## src/rtl/qsd_pkg.sv

```systemverilog
package qsd_pkg;

  localparam int TBL_AW   = 5;
  localparam int TBL_N    = 1 << TBL_AW;
  localparam int SAMPLE_W = 16;
  localparam int BYTE_W   = 8;
  localparam int NUM_CH   = 4;

  typedef enum logic [2:0] {
    ST_IDLE,
    ST_LOAD,
    ST_FS,
    ST_HI_GO,
    ST_HI_WAIT,
    ST_LO_GO,
    ST_LO_WAIT
  } seq_state_t;

  // Rounded amplitude of sin(k*pi/16) scaled to 32767, k = 0..8.
  function automatic int quarter_amp(input int k);
    case (k)
      0:       return 0;
      1:       return 6393;
      2:       return 12539;
      3:       return 18204;
      4:       return 23170;
      5:       return 27245;
      6:       return 30273;
      7:       return 32137;
      8:       return 32767;
      default: return 0;
    endcase
  endfunction

  // Offset-binary sample for table index idx, built by quarter-wave symmetry.
  function automatic logic [SAMPLE_W-1:0] sine_sample(input int idx);
    int p;
    int q;
    p = idx % (TBL_N / 2);
    q = (p > TBL_N / 4) ? (TBL_N / 2 - p) : p;
    if (((idx / (TBL_N / 2)) % 2) == 1)
      return SAMPLE_W'(32768 - quarter_amp(q));
    else
      return SAMPLE_W'(32768 + quarter_amp(q));
  endfunction

  // Phase offset per channel: A sine, B inverted sine, C cosine, D inverted cosine.
  function automatic logic [TBL_AW-1:0] chan_offset(input logic [1:0] ch);
    case (ch)
      2'd0:    return TBL_AW'(0);
      2'd1:    return TBL_AW'(TBL_N / 2);
      2'd2:    return TBL_AW'(TBL_N / 4);
      default: return TBL_AW'(3 * TBL_N / 4);
    endcase
  endfunction

endpackage

```

## src/rtl/qsd_sine_rom.sv

```systemverilog
module qsd_sine_rom
  import qsd_pkg::*;
#(
  parameter int AW = TBL_AW,
  parameter int DW = SAMPLE_W
) (
  input  logic          clk,
  input  logic [AW-1:0] addr,
  output logic [DW-1:0] q
);

  localparam int DEPTH = 1 << AW;

  logic [DW-1:0] tbl [DEPTH];

  for (genvar i = 0; i < DEPTH; i++) begin : g_tbl
    assign tbl[i] = DW'(sine_sample(i));
  end

  always_ff @(posedge clk) begin
    q <= tbl[addr];
  end

endmodule

```

## src/rtl/qsd_byte_tx.sv

```systemverilog
module qsd_byte_tx
  import qsd_pkg::*;
#(
  parameter int HALF_DIV = 2
) (
  input  logic              clk,
  input  logic              rst,
  input  logic              start,
  input  logic [BYTE_W-1:0] din,
  output logic              done,
  output logic              sclk,
  output logic              sdo
);

  localparam int HW = $clog2(HALF_DIV + 1);
  localparam int BW = $clog2(BYTE_W);

  logic              busy;
  logic [HW-1:0]     half_cnt;
  logic [BW-1:0]     bit_idx;
  logic [BYTE_W-1:0] sh;

  always_ff @(posedge clk) begin
    done <= 1'b0;
    if (rst) begin
      busy     <= 1'b0;
      half_cnt <= '0;
      bit_idx  <= '0;
      sh       <= '0;
      sclk     <= 1'b0;
      sdo      <= 1'b0;
    end else if (!busy) begin
      if (start) begin
        busy     <= 1'b1;
        sclk     <= 1'b1;
        sdo      <= din[BYTE_W-1];
        sh       <= {din[BYTE_W-2:0], 1'b0};
        bit_idx  <= '0;
        half_cnt <= '0;
      end
    end else if (half_cnt == HW'(HALF_DIV - 1)) begin
      half_cnt <= '0;
      if (sclk) begin
        sclk <= 1'b0;
      end else if (bit_idx == BW'(BYTE_W - 1)) begin
        busy <= 1'b0;
        done <= 1'b1;
      end else begin
        sclk    <= 1'b1;
        sdo     <= sh[BYTE_W-1];
        sh      <= {sh[BYTE_W-2:0], 1'b0};
        bit_idx <= bit_idx + 1'b1;
      end
    end else begin
      half_cnt <= half_cnt + 1'b1;
    end
  end

endmodule

```

## src/rtl/qsd_frame_ctrl.sv

```systemverilog
module qsd_frame_ctrl
  import qsd_pkg::*;
#(
  parameter int LOAD_CYC = 2,
  parameter int OVR_W    = 8
) (
  input  logic                clk,
  input  logic                rst,
  input  logic                tick,
  input  logic                tx_done,
  input  logic [SAMPLE_W-1:0] rom_q,
  output logic [TBL_AW-1:0]   rom_addr,
  output logic                tx_start,
  output logic [BYTE_W-1:0]   tx_byte,
  output logic                ld_n,
  output logic                cs_n,
  output logic                fs_n,
  output logic [OVR_W-1:0]    overrun
);

  localparam int LC_W = $clog2(LOAD_CYC) + 1;
  localparam logic [OVR_W-1:0] OVR_MAX = '1;
  localparam logic [1:0] LAST_CH = 2'(NUM_CH - 1);

  seq_state_t        state;
  logic [TBL_AW-1:0] ptr;
  logic [1:0]        ch;
  logic [LC_W-1:0]   lcnt;
  logic [BYTE_W-1:0] lo_byte;

  assign rom_addr = ptr + chan_offset(ch);

  always_ff @(posedge clk) begin
    tx_start <= 1'b0;
    if (rst) begin
      state   <= ST_IDLE;
      ld_n    <= 1'b1;
      cs_n    <= 1'b1;
      fs_n    <= 1'b1;
      ptr     <= '0;
      ch      <= '0;
      lcnt    <= '0;
      tx_byte <= '0;
      lo_byte <= '0;
      overrun <= '0;
    end else begin
      if (tick && state != ST_IDLE && overrun != OVR_MAX)
        overrun <= overrun + 1'b1;

      unique case (state)
        ST_IDLE: begin
          if (tick) begin
            ld_n  <= 1'b0;
            lcnt  <= '0;
            state <= ST_LOAD;
          end
        end
        ST_LOAD: begin
          if (lcnt == LC_W'(LOAD_CYC - 1)) begin
            ld_n  <= 1'b1;
            cs_n  <= 1'b0;
            ch    <= '0;
            state <= ST_FS;
          end else begin
            lcnt <= lcnt + 1'b1;
          end
        end
        ST_FS: begin
          fs_n  <= 1'b0;
          state <= ST_HI_GO;
        end
        ST_HI_GO: begin
          tx_byte  <= rom_q[SAMPLE_W-1 -: BYTE_W];
          lo_byte  <= rom_q[BYTE_W-1:0];
          tx_start <= 1'b1;
          state    <= ST_HI_WAIT;
        end
        ST_HI_WAIT: begin
          if (tx_done) state <= ST_LO_GO;
        end
        ST_LO_GO: begin
          tx_byte  <= lo_byte;
          tx_start <= 1'b1;
          state    <= ST_LO_WAIT;
        end
        ST_LO_WAIT: begin
          if (tx_done) begin
            fs_n <= 1'b1;
            if (ch == LAST_CH) begin
              cs_n  <= 1'b1;
              ptr   <= ptr + 1'b1;
              state <= ST_IDLE;
            end else begin
              ch    <= ch + 1'b1;
              state <= ST_FS;
            end
          end
        end
        default: state <= ST_IDLE;
      endcase
    end
  end

endmodule

```

## src/rtl/quad_sine_dac_seq.sv

```systemverilog
module quad_sine_dac_seq
  import qsd_pkg::*;
#(
  parameter int HALF_DIV = 2,
  parameter int LOAD_CYC = 2,
  parameter int OVR_W    = 8
) (
  input  logic             clk,
  input  logic             rst,
  input  logic             tick,
  output logic             dac_ld_n,
  output logic             dac_cs_n,
  output logic             dac_fs_n,
  output logic             dac_sclk,
  output logic             dac_sdo,
  output logic [OVR_W-1:0] overrun_cnt
);

  logic [TBL_AW-1:0]   rom_addr;
  logic [SAMPLE_W-1:0] rom_q;
  logic                tx_start;
  logic                tx_done;
  logic [BYTE_W-1:0]   tx_byte;

  qsd_sine_rom #(
    .AW(TBL_AW),
    .DW(SAMPLE_W)
  ) u_rom (
    .clk  (clk),
    .addr (rom_addr),
    .q    (rom_q)
  );

  qsd_frame_ctrl #(
    .LOAD_CYC(LOAD_CYC),
    .OVR_W   (OVR_W)
  ) u_ctrl (
    .clk      (clk),
    .rst      (rst),
    .tick     (tick),
    .tx_done  (tx_done),
    .rom_q    (rom_q),
    .rom_addr (rom_addr),
    .tx_start (tx_start),
    .tx_byte  (tx_byte),
    .ld_n     (dac_ld_n),
    .cs_n     (dac_cs_n),
    .fs_n     (dac_fs_n),
    .overrun  (overrun_cnt)
  );

  qsd_byte_tx #(
    .HALF_DIV(HALF_DIV)
  ) u_tx (
    .clk   (clk),
    .rst   (rst),
    .start (tx_start),
    .din   (tx_byte),
    .done  (tx_done),
    .sclk  (dac_sclk),
    .sdo   (dac_sdo)
  );

endmodule

```

## config.mk

```make
export PLATFORM = sky130hd
export DESIGN_NAME = quad_sine_dac_seq
export DESIGN_NICKNAME = d
export VERILOG_FILES = /design/src/rtl/qsd_pkg.sv /design/src/rtl/qsd_sine_rom.sv /design/src/rtl/qsd_byte_tx.sv /design/src/rtl/qsd_frame_ctrl.sv /design/src/rtl/quad_sine_dac_seq.sv
export SDC_FILE = /design/constraint.sdc
export NUM_CORES = 1
export LEC_CHECK = 0
export BUFFER_PORTS_ARGS = -buffer_cell sky130_fd_sc_hd__clkbuf_2
export CORE_MARGIN = 2
export CORE_UTILIZATION = 45
export DETAILED_ROUTE_END_ITERATION = 16
export PLACE_DENSITY = 0.62
export SYNTH_ARGS = -nofsm -noshare
export SYNTH_HDL_FRONTEND = slang
export SYNTH_SLANG_ARGS = --single-unit
```

## constraint.sdc

```tcl
create_clock -name clk -period 4.1 [get_ports clk]
set_input_delay 1.025 -clock clk [delete_from_list [all_inputs] [get_ports clk]]
set_output_delay 1.025 -clock clk [all_outputs]
set_load 0.01 [all_outputs]
```

## After elaboration in Yosys (flattened, before gate mapping)

Memories as Yosys holds them, arrays and structs flattened. A register that Yosys moved wholly into a read port is not among the register bits.
Cells that the tools add are included.

- Register bits after elaboration: 57
- Latch bits: 0
- RAM bits: 0
- Memory bits (read-only): 512
- Logic and storage cells: 126
- Memories kept: 1

Memories:

| memory | words | width | read ports | clocked after Yosys merged registers in | wr ports | line | text |
|---|---|---|---|---|---|---|---|
| (no name shown) | 32 | 16 | 1 | 1 | 0 | qsd_sine_rom.sv:21 | `q <= tbl[addr];` |

- Add/subtract/negate cells: 7
- Multipliers: 0
- Divide/modulo/power cells: 0
- Magnitude comparators: 0
- Equal/unequal tests: 23
- Shift-type cells: 0
- Mux-type cells: 53
- Bitwise gates (word level): 3
- Reductions and logical operators: 21

Operators by type and width:

| kind | number |
|---|---|
| 2-to-1 mux 8 bit | 5 |
| 2-to-1 mux 3 bit | 9 |
| 2-to-1 mux 1 bit | 22 |
| case mux 3 bit (7 select lines) | 1 |
| 2-to-1 mux 2 bit | 9 |
| case mux 8 bit (2 select lines) | 1 |
| AND reduction 4 bit | 4 |
| case mux 5 bit (3 select lines) | 1 |
| == test 3 bit (second input constant) | 4 |
| inequality test 2 bit (second input constant) | 6 |
| nonzero test 2 bit | 5 |
| AND reduction 3 bit | 3 |
| adder 8 x 1 -> 8 bit (second input constant) | 1 |
| inequality test 2 x 1 -> 1 bit (second input constant) | 4 |
| inequality test 8 bit (second input constant) | 1 |
| case mux 2 bit (2 select lines) | 2 |
| adder 2 x 1 -> 2 bit (second input constant) | 3 |
| == test 2 x 1 -> 1 bit (second input constant) | 3 |
| == test 3 x 2 -> 1 bit (second input constant) | 2 |
| NOT 5 -> 6 bit | 1 |
| case mux 1 bit (2 select lines) | 3 |
| adder 5 x 1 -> 5 bit (second input constant) | 1 |
| adder 5 bit | 1 |
| == test 2 bit (second input constant) | 2 |
| other kinds (10) | 13 |

## Depth between registers and ports, before layout

Gate-level depths: netlist of run 1.

- Word-level depth: 5
- Depth in mapped cells: 10
- Gate-level depth less buffers: 9

## Modules after synthesis

A second synthesis of run 1 with hierarchy kept.

- Cell total of the unflattened synthesis: 443
- Area total of the unflattened synthesis: 3807.4 µm²

Modules (own cells, without submodules):

| module | instances | cells each | area an instance (µm²) | sequential area each (µm²) |
|---|---|---|---|---|
| qsd_frame_ctrl | 1 | 225 | 1859.3 | 800.8 |
| qsd_sine_rom | 1 | 152 | 1143.6 | 320.3 |
| qsd_byte_tx | 1 | 66 | 804.5 | 320.3 |

## Worst setup path after synthesis of run 1

OpenSTA, ideal clock, no wires.

- Kind: register to register
- Start: reg u_ctrl.ch[0]
- End: reg u_rom.q[6]
- Setup time: 0.139 ns
- Data arrival time: 2.055 ns
- Required time: 3.961 ns
- Path slack: 1.905 ns
- Cell stages (with the launch flop): 10
- Period minus slack after synthesis: 2.195 ns
- Path through: dfxtp_1 -> inv_1 -> ha_1 -> or2_2 -> ha_1 -> inv_1 -> clkbuf_1 -> nand2_1 -> a311oi_1 -> a31oi_1

- Word-level cells in the longest chain between the ends: 4

Ends and longest elaborated chain:

| what | line | text |
|---|---|---|
| start: declaration | qsd_frame_ctrl.sv:27 | `logic [1:0] ch;` |
| start signal: assignment | qsd_frame_ctrl.sv:94 | `ch <= ch + 1'b1;` |
| == test 2 bit, or another cell as far along | qsd_pkg.sv:49 | `case (ch)` |
| case mux 5 bit (3 select lines) * | qsd_pkg.sv:49 |  |
| adder 5 bit * | qsd_frame_ctrl.sv:31 | `assign rom_addr = ptr + chan_offset(ch);` |
| NOT 5 -> 6 bit (not written as such) * | qsd_sine_rom.sv:21 |  |
| end: declaration | qsd_sine_rom.sv:9 | `output logic [DW-1:0] q` |

Every way passes the cells marked *; elsewhere a longest branch is shown, timed or not.
A chain may end at the register's enable or synchronous reset.

## Worst setup path in the final report of run 1

- Start: reg u_ctrl.ch[0]
- End: reg u_rom.q[4]

Same word-level chain as after synthesis.

==> flow_summary.toml, run 1 <==
[global_routing]
grt_use_met2_pct = 25.5
met1_usage_pct = 25.1
grt_max_degree = 57
grt_pass1_vias = 2581
grt_pass1_wl_um = 12200
grt_overflow = 0
gr-max-usage-layer = "met2"
grt.total_usage_pct = 17.4
antenna_found_initial = 0
use_met3_pct = 3.87

[timing]
fin_skew_ns = 0.00698
fin_ws_ns = 1.28
tns_ns = 0
fin_crit_ns = 2.82
setup_viol = 0
finalHoldViolCount = 0
rsz0062_at_grt = "no"
max_clock_freq_mhz = 355
relSlewSlack_pct = 25.6
fin_crit_sh_pct = 68.8
worst_pin_slew_ns = 1.12
finalMaxSlewViolations = 0

[floorplanning]
core_area_mm2 = 0.00777
core.rowCount = 32
die_w_um = 93.6
start_util_pct = 46.5
dieArea_mm2 = 0.00875
die_y_um = 93.6
ios = 16

[setup_path]
worst-r2r-setup-slack_ns = 1.28
regToRegEndpoint = "u_rom.q[4]"
ff2ff_path_depth = 10
cp.required_ns = 4.33
reg2reg_from = "u_ctrl.ch[0]"
criticalPathCategory = "reg -> reg"
critPathArrivalTime_ns = 3.05
setup.worst_path.start_class = "flop"
critPathMaxFanout = 21
end_kind = "flop"

[clock_network]
clock-sinks = 72
cts_hold_buf = 0
h-tree-depth = 3
postCtsSetupBuffers = 0
clk-insertion-delay-late_ns = 0.34
root_buffer = "clkbuf_8"
cts_tree = "yes"
clk_pin_slew_ns = 0.07
cts_buffers = 9
cts.path.max_buffers = 2
cts_resized = 0

[synth]
synthFlopType = "dfxtp_1"
ys_seq_elements = 72
synth-edff-count = 0
yosys_warnings = 0
async_reset_ff_share_pct = 0
syn_nets = 465
avgSynthCellArea_um2 = 8.13
synth.yosys.seq_area_share_pct = 39.9
syn_inst = 444
ys_types = 50
syn_area_mm2 = 0.00361

[route]
vias_per_cell = 5.40
dr.pass1.iters = 4
drtIter0Drc = 146
avgRoutedWirePerCell_um = 13.1
drc = 0
antenna_left = 0
routed_wl_um = 7190
vias = 2962

[hold_path]
hp-start = "u_rom.q[4]"
min_delay_path_depth = 2
hp-class = "reg -> reg"
hold_end = "u_ctrl.lo_byte[4]"

[outcome]
outcome = "finished clean"

[cells_and_area]
final.fill_count = 761
area_delta_synth_final_pct = 8.73
multiInputGateArea_mm2 = 0.00198
regArea_mm2 = 0.00144
post-route-util_pct = 50.5
drive_gt1_share_pct = 9.62
n_antenna_cell = 0
nets = 463

[power_and_ir_drop]
power_frac_comb_pct = 3.6
power_density_mw_per_mm2 = 358
seqPwrFrac_pct = 51.1
p_sw_share_pct = 21.3
p_leak_nw = 1.40
clkPwrFrac_pct = 45.3
vdd_drop_max_mv = 0.176
p_switching_w = 0.000299
p_int_w = 0.00110

[flow_run]
cap_violations = 0

[place]
io_buffers = 15
hpwl_um = 4770
globalplace.congestion = 0.874
place_ws_ns = 1.30
==> how the worst max path moves through the flow <==
stage / from / end / cells after the start
3_5_place_dp: u_ctrl.ch[0] / u_rom.q[4] / 10
4_1_cts: u_ctrl.ch[0] / u_rom.q[4] / 10
3_3_place_gp: u_ctrl.ch[0] / u_rom.q[4] / 10
5_1_grt: u_ctrl.ch[0] / u_rom.q[4] / 10
2_1_floorplan: u_ctrl.ch[0] / u_rom.q[6] / 9
6_report: u_ctrl.ch[0] / u_rom.q[4] / 10
==> cells by family (layout without fill, tap and decap cells) <==
family,count (synthesis),count (layout),share of synthesized area [%]
XOR/XNOR,11,11,3.08
flip-flops,72,72,39.9
AO/OA/AOI/OAI,110,110,19.5
AND/OR/NAND/NOR,175,175,21.8
multiplexers,14,14,3.92
buffers and inverters,44,47,5.48
adder cells (fa/ha/maj),18,18,6.24
==> area by class of cell <==
type | count | area share, %
Multi-Input combinational cell | 328 | 50.4
Sequential cell | 72 | 36.7
Clock buffer | 12 | 3.95
Tap cell | 102 | 3.25
Timing Repair Buffer | 18 | 2.49
Clock inverter | 4 | 1.94
Inverter | 13 | 1.24
==> sequential cells by signal, summed over array words and instances, names as in the netlist, 2 cells and up <==
register        flops
u_ctrl.ch           2
u_ctrl.lcnt         2
u_ctrl.lo_byte      8
u_ctrl.overrun      8
u_ctrl.ptr          5
u_ctrl.state        3
u_ctrl.tx_byte      8
u_rom.q            16
u_tx.bit_idx        3
u_tx.half_cnt       2
u_tx.sh             7
==> worst max-delay path, stage by stage (launching register included) <==
cell and delay (ns):
dfxtp_1 0.42, inv_1 0.07, ha_1 0.18, or2_2 0.28, ha_1 0.21, xnor2_2 0.26
xor2_2 0.70, buf_4 0.29, nor4_1 0.06, a31oi_1 0.15, nand3_1 0.08
==> power groups by stage <==
stage                     logic (W)  registers (W)  clock network (W)
after floorplan           0.0000436       0.000730                  0
after global placement    0.0000503       0.000733                  0
after detailed placement  0.0000514       0.000733                  0
after CTS                 0.0000517       0.000717           0.000657
after global routing      0.0000584       0.000718           0.000675
final                     0.0000508       0.000717           0.000636
==> cell usage in the layout (no fill, tap or decap), types with 13 or more instances in the layout <==
cell      count
dfxtp_1      72
nor2_1       69
nand2_1      57
a21oi_1      42
o21ai_0      16
inv_1        13
clkbuf_2     15
ha_1         18
a211oi_1     17
nor3_1       15
mux2i_1      13
==> metal layers <==
metal	wire [um]	share of wire, %	vias up
li1	-	-	1558
met1	3630	50	1332
met2	3160	44	64
met3	317	4.4	8
met4	85	1.2	0
met5	0	0	-
==> through the flow <==
stage               power, W  instance area [um2]  hold WS (ns)  instances
finish               0.00140                 3930         0.439        549
global route         0.00145                 3930         0.449        549
CTS                  0.00143                 3930         0.439        549
detailed placement  0.000785                 3690         0.430        533
global placement    0.000783                 3690         0.425        533
floorplan           0.000774                 3610         0.417        444
==> Yosys cell counts (all sizes together) (9+ instances only) <==
master  instances  area share, %
o21ai          17            2.5
inv            13            1.4
ha             18            6.2
a211oi         17            3.5
buf            21            3.1
a21oi          42            5.8
nand3           9            1.2
dfxtp          72             40
nor2           69            7.2
mux2i          13            3.6
nand2          58            6.1
nor3           16            2.5
clkbuf         10            1.0
a311oi         11            2.7
Power figures use the tool's default switching activity.
==> run 2: changes to the inputs <==
- PLACE_DENSITY: 0.62 -> 0.65
- clock period: 4.1 -> 2.3 ns (I/O delays scaled with it)
==> run 2 against run 1 <==
  * Clock skew increased by 0.0020 ns
  * Combinational power up 87%
  * Fmax increased by 28%
  * Sequential share of layout area decreased by 2.0 points
  * Setup slack lost 1.2 ns
  * Utilization rose by 3.0 points
  * Design area is 5.9% higher
  * Wire length grew 9.7%
  * Register-to-register slack worse by 1.2 ns
  * Count of clock-buffer cells in the layout decreased by 1
  * Critical path type unchanged
==> flow_summary.toml, run 2 (same netlist as run 1, synthesis figures left out) <==
[setup_path]
criticalPathCategory = "reg -> reg"
regToRegEndpoint = "u_rom.q[13]"
ff2ff_path_depth = 9
worst-r2r-setup-slack_ns = 0.1
setup.worst_path.start_class = "flop"
crit_start = "u_ctrl.ch[0]"
critPathMaxFanout = 7
reg2reg_from = "u_ctrl.ch[0]"
cp.required_ns = 2.58
critPathArrivalTime_ns = 2.48
crit_path_end = "u_rom.q[13]"
end_kind = "flop"

[clock_network]
clock-sinks = 72
cts_buffers = 9
clk-insertion-delay-late_ns = 0.35
cts_tree = "yes"
root_buffer = "clkbuf_8"
h-tree-depth = 3
clk_pin_slew_ns = 0.07
cts.path.max_buffers = 2

[cells_and_area]
area_delta_synth_final_pct = 15.1
post-route-util_pct = 53.5
largest_register_ffs = 16
largest-register = "u_rom.q"
final_common_cell = "dfxtp_1"
multiInputGateArea_mm2 = 0.00204
stdcell_area_mm2 = 0.00416
n_antenna_cell = 0
mostFrequentLayoutCells = "71 x dfxtp_1, 69 x nor2_1, 57 x nand2_1"
drive_gt1_share_pct = 14.0
final.fill_count = 752
nets = 481
regArea_mm2 = 0.00144

[route]
avgRoutedWirePerCell_um = 13.9
drtIter0Drc = 118
drc = 0
dr.pass1.iters = 4
antenna_left = 0
routed_wl_um = 7890
vias_per_cell = 5.42
vias = 3073

[timing]
finalHoldViolCount = 0
hold_ws_ns = 0.434
tns_ns = 0
setup_viol = 0
fin_crit_ns = 2.20
relSlewSlack_pct = 57.3
fin_skew_ns = 0.00896
fin_crit_sh_pct = 95.8
finalMaxSlewViolations = 0
worst_pin_slew_ns = 0.638
max_clock_freq_mhz = 454
fin_ws_ns = 0.0968

[floorplanning]
die_w_um = 93.6
core.rowCount = 32
die_y_um = 93.6
ios = 16
start_util_pct = 46.5
dieArea_mm2 = 0.00875
core_area_mm2 = 0.00777

[place]
hpwl_um = 5280
place_ws_ns = 0.0269
dpl_cell_area_mm2 = 0.00384
io_buffers = 15
globalplace.congestion = 0.882

[flow_run]
cap_violations = 0

[global_routing]
grt_overflow = 0
grt_pass1_wl_um = 13000
grt_max_degree = 40
grt.total_usage_pct = 18.5
grt_pass1_vias = 2775
antenna_found_initial = 0

[power_and_ir_drop]
vdd_drop_max_mv = 0.270
p_leak_nw = 1.50
power_density_mw_per_mm2 = 565

[hold_path]
hp-class = "reg -> reg"
hp-start = "u_rom.q[6]"

[outcome]
outcome = "finished clean"
-- run 2: routing by layer --
layer	up-vias	global-route usage, %	routed length [um]
met5	-	0	0
met4	0	4.71	76
met3	7	5.32	286
met2	57	28.7	3630
met1	1417	25.3	3900
li1	1592	-	-
-- run 2: worst min-delay path by stage --
stage                              endpoint  slack [ns]  cells after the start
final                     u_ctrl.lo_byte[6]        0.43                      2
after global routing      u_ctrl.lo_byte[0]        0.45                      2
after CTS                 u_ctrl.lo_byte[0]        0.43                      2
after detailed placement  u_ctrl.lo_byte[6]        0.43                      2
after global placement    u_ctrl.lo_byte[0]        0.43                      2
after floorplan           u_ctrl.lo_byte[0]        0.42                      2
-- run 2: final cells by class --
class	instances	share of cell area (%)
clock buffer	11	3.16
clock inverter	5	1.36
sequential	72	34.7
inverter	13	1.17
tap	102	3.07
timing repair buffer	36	7.35
multi-input combinational	328	49.2
-- run 2: repair_timing --
item / in CTS / in global routing
setup buffers: 0 / 2
setup endpoints to repair: 0 / 11
resized for setup: 0 / 11
hold buffers: 0 / 0
-- run 2: power by group --
part | total, W | switching [W] | leakage [nW] | internal, W
Clock | 0.000974 | 0.000472 | 0.0937 | 0.000502
Sequential | 0.00128 | 0.0000163 | 0.581 | 0.00126
Combinational | 0.0000949 | 0.0000568 | 0.826 | 0.0000380
Total | 0.00235 | 0.000545 | 1.50 | 0.00180
-- run 2: critical path, cell delays in order, from the launching register on --
cell      delay (ns)
dfxtp_2         0.33
ha_1            0.21
or2_4           0.26
ha_4            0.17
xnor2_4         0.29
xor2_4          0.29
buf_12          0.16
nand2_1         0.06
o221ai_2        0.17
o31a_1          0.17
-- run 2: metrics by stage --
stage | instances | total power [W]
finish | 567 | 0.00235
CTS | 563 | 0.00238
global route | 567 | 0.00245
floorplan | 444 | 0.00138
detailed placement | 547 | 0.00140
global placement | 547 | 0.00140
==> run 3: changes to the inputs <==
- BUFFER_PORTS_ARGS: -buffer_cell sky130_fd_sc_hd__clkbuf_2 -> -buffer_cell sky130_fd_sc_hd__buf_4
==> run 3 against run 2 <==
  * Combinational power up 2%
  * Critical path type unchanged
  * First-iteration DRC count up 53%
  * Via count down 0.20%
  * Wire length down 4.4%
==> flow_summary.toml, run 3 (same netlist as run 1, synthesis figures left out) <==
[floorplanning]
die_w_um = 93.6
start_util_pct = 46.5
core_area_mm2 = 0.00777
core.rowCount = 32
die_y_um = 93.6
dieArea_mm2 = 0.00875
ios = 16

[setup_path]
end_kind = "flop"
setup.worst_path.start_class = "flop"
crit_cells = 9
crit_path_cell_trace = "ha_1 -> or2_2 -> ha_2 -> xnor2_4 -> xor2_4 -> buf_4 -> clkbuf_16 -> a311oi_1 -> a21oi_1"
crit_family = "XOR/XNOR gates"
path_buf_inv = 2
regToRegEndpoint = "u_rom.q[7]"
criticalPathCategory = "reg -> reg"
cp.required_ns = 2.52
reg2reg_from = "u_ctrl.ch[0]"
cpPeakStageDelay_ns = 0.36
critPathMaxFanout = 15
ff2ff_path_depth = 9
critPathArrivalTime_ns = 2.45
worst-r2r-setup-slack_ns = 0.06
cp_slowest_cell = "dfxtp_4"

[power_and_ir_drop]
seqPwrFrac_pct = 51.0
p_int_w = 0.00195
p_sw_share_pct = 22.3
power_frac_comb_pct = 3.9
p_switching_w = 0.000560
power_density_mw_per_mm2 = 607
clkPwrFrac_pct = 45.2
vdd_drop_max_mv = 0.344
p_leak_nw = 1.48

[timing]
fin_crit_ns = 2.24
fin_crit_sh_pct = 97.2
rsz0062_at_grt = "no"
finalMaxSlewViolations = 0
max_clock_freq_mhz = 447
worst_pin_slew_ns = 0.633
finalHoldViolCount = 0
fin_skew_ns = 0.00744
relSlewSlack_pct = 57.6
tns_ns = 0
hold_ws_ns = 0.435
setup_viol = 0

[clock_network]
clk_pin_slew_ns = 0.08
h-tree-depth = 3
clk-insertion-delay-late_ns = 0.33
cts_hold_buf = 0
root_buffer = "clkbuf_8"
clock-sinks = 72
cts_buffers = 9
cts.path.max_buffers = 2
cts_tree = "yes"

[hold_path]
hp-start = "u_rom.q[3]"
min_delay_path_depth = 2
hp-class = "reg -> reg"
hold_end = "u_ctrl.lo_byte[3]"

[route]
vias = 3067
drtIter0Drc = 180
drc = 0
avgRoutedWirePerCell_um = 13.5
routed_wl_um = 7540
dr.pass1.iters = 4
vias_per_cell = 5.50
antenna_left = 0

[cells_and_area]
final_common_cell = "dfxtp_1"
area_delta_synth_final_pct = 14.4
nets = 472
post-route-util_pct = 53.2
finalNonFillerCells = 558
mostFrequentLayoutCells = "70 x dfxtp_1, 67 x nor2_1, 57 x nand2_1"
largest_register_ffs = 16
largest-register = "u_rom.q"
n_antenna_cell = 0
drive_gt1_share_pct = 12.9
final.fill_count = 741

[flow_run]
cap_violations = 0

[global_routing]
grt_pass1_wl_um = 12800
grt_overflow = 0
grt_max_degree = 57
antenna_found_initial = 0
grt.total_usage_pct = 17.9
grt_pass1_vias = 2669

[place]
io_buffers = 15
hpwl_um = 4940
place_inst = 540
globalplace.congestion = 0.915

[outcome]
outcome = "finished clean"
==> run 3: cell types whose count changed in the layout (fill, tap and decap cells not counted), moves of 2 or more <==
cell	delta
a211oi_2	-2
nor2_1	-2
clkbuf_1	-2
a211oi_1	+2
clkbuf_2	-15
nor2_2	+2
buf_4	+8
==> run 3: metal layers <==
metal  track usage [%]  vias to the layer above  part of all wire [%]
li1                  -                     1581                     -
met4              4.11                        0                  0.95
met1              25.1                     1400                    48
met5                 0                        -                     0
met2              27.7                       75                    46
met3              4.83                       11                   4.7
==> run 3: power groups by stage <==
stage	clock network (W)	logic, W	registers, W
2_1_floorplan	0	0.0000777	0.00130
3_3_place_gp	0	0.0000950	0.00131
3_5_place_dp	0	0.0000976	0.00131
4_1_cts	0.00116	0.0000976	0.00128
5_1_grt	0.00122	0.000109	0.00128
6_report	0.00113	0.0000965	0.00128
==> run 3: worst max-delay path by stage <==
| stage | startpoint | end | slack (ns) |
|---|---|---|---|
| after floorplan | u_ctrl.ch[0] | u_rom.q[6] | 0.11 |
| after global placement | u_ctrl.ch[0] | u_rom.q[6] | 0.1 |
| after detailed placement | u_ctrl.ch[0] | u_rom.q[6] | 0.06 |
| after CTS | u_ctrl.ch[0] | u_rom.q[6] | 0.05 |
| after global routing | u_ctrl.ch[0] | u_rom.q[7] | 0.001 |
| final | u_ctrl.ch[0] | u_rom.q[7] | 0.06 |
==> run 3: what timing repair did <==
| action | in CTS | in global routing |
|---|---|---|
| endpoints found under the setup margin | 0 | 10 |
| buffers inserted | 0 | 1 |
| gates resized for setup | 0 | 11 |
==> run 3: worst register-to-register path: stages, from the launching register on <==
cell and delay, ns:
dfxtp_4 0.36, ha_1 0.20, or2_2 0.30, ha_2 0.21
xnor2_4 0.30, xor2_4 0.13, buf_4 0.17, clkbuf_16 0.17
a311oi_1 0.22, a21oi_1 0.07
==> run 3: layout make-up <==
cell class / count / area (um2) / share of cell area [%]
Tap cell: 102 / 128 / 3.09
Clock inverter: 6 / 90.1 / 2.18
Inverter: 13 / 48.8 / 1.18
Sequential cell: 72 / 1450 / 35.0
Timing Repair Buffer: 27 / 245 / 5.94
Multi-Input combinational cell: 328 / 2030 / 49.3
Clock buffer: 10 / 138 / 3.33
==> run 3: metrics by stage <==
stage	area [um2]	setup slack, ns	total power (W)
after floorplan	3610	0.105	0.00138
after global placement	3810	0.0990	0.00140
after detailed placement	3810	0.0613	0.00140
after CTS	4040	0.0451	0.00254
after global routing	4130	0.00105	0.00261
final	4130	0.0648	0.00251
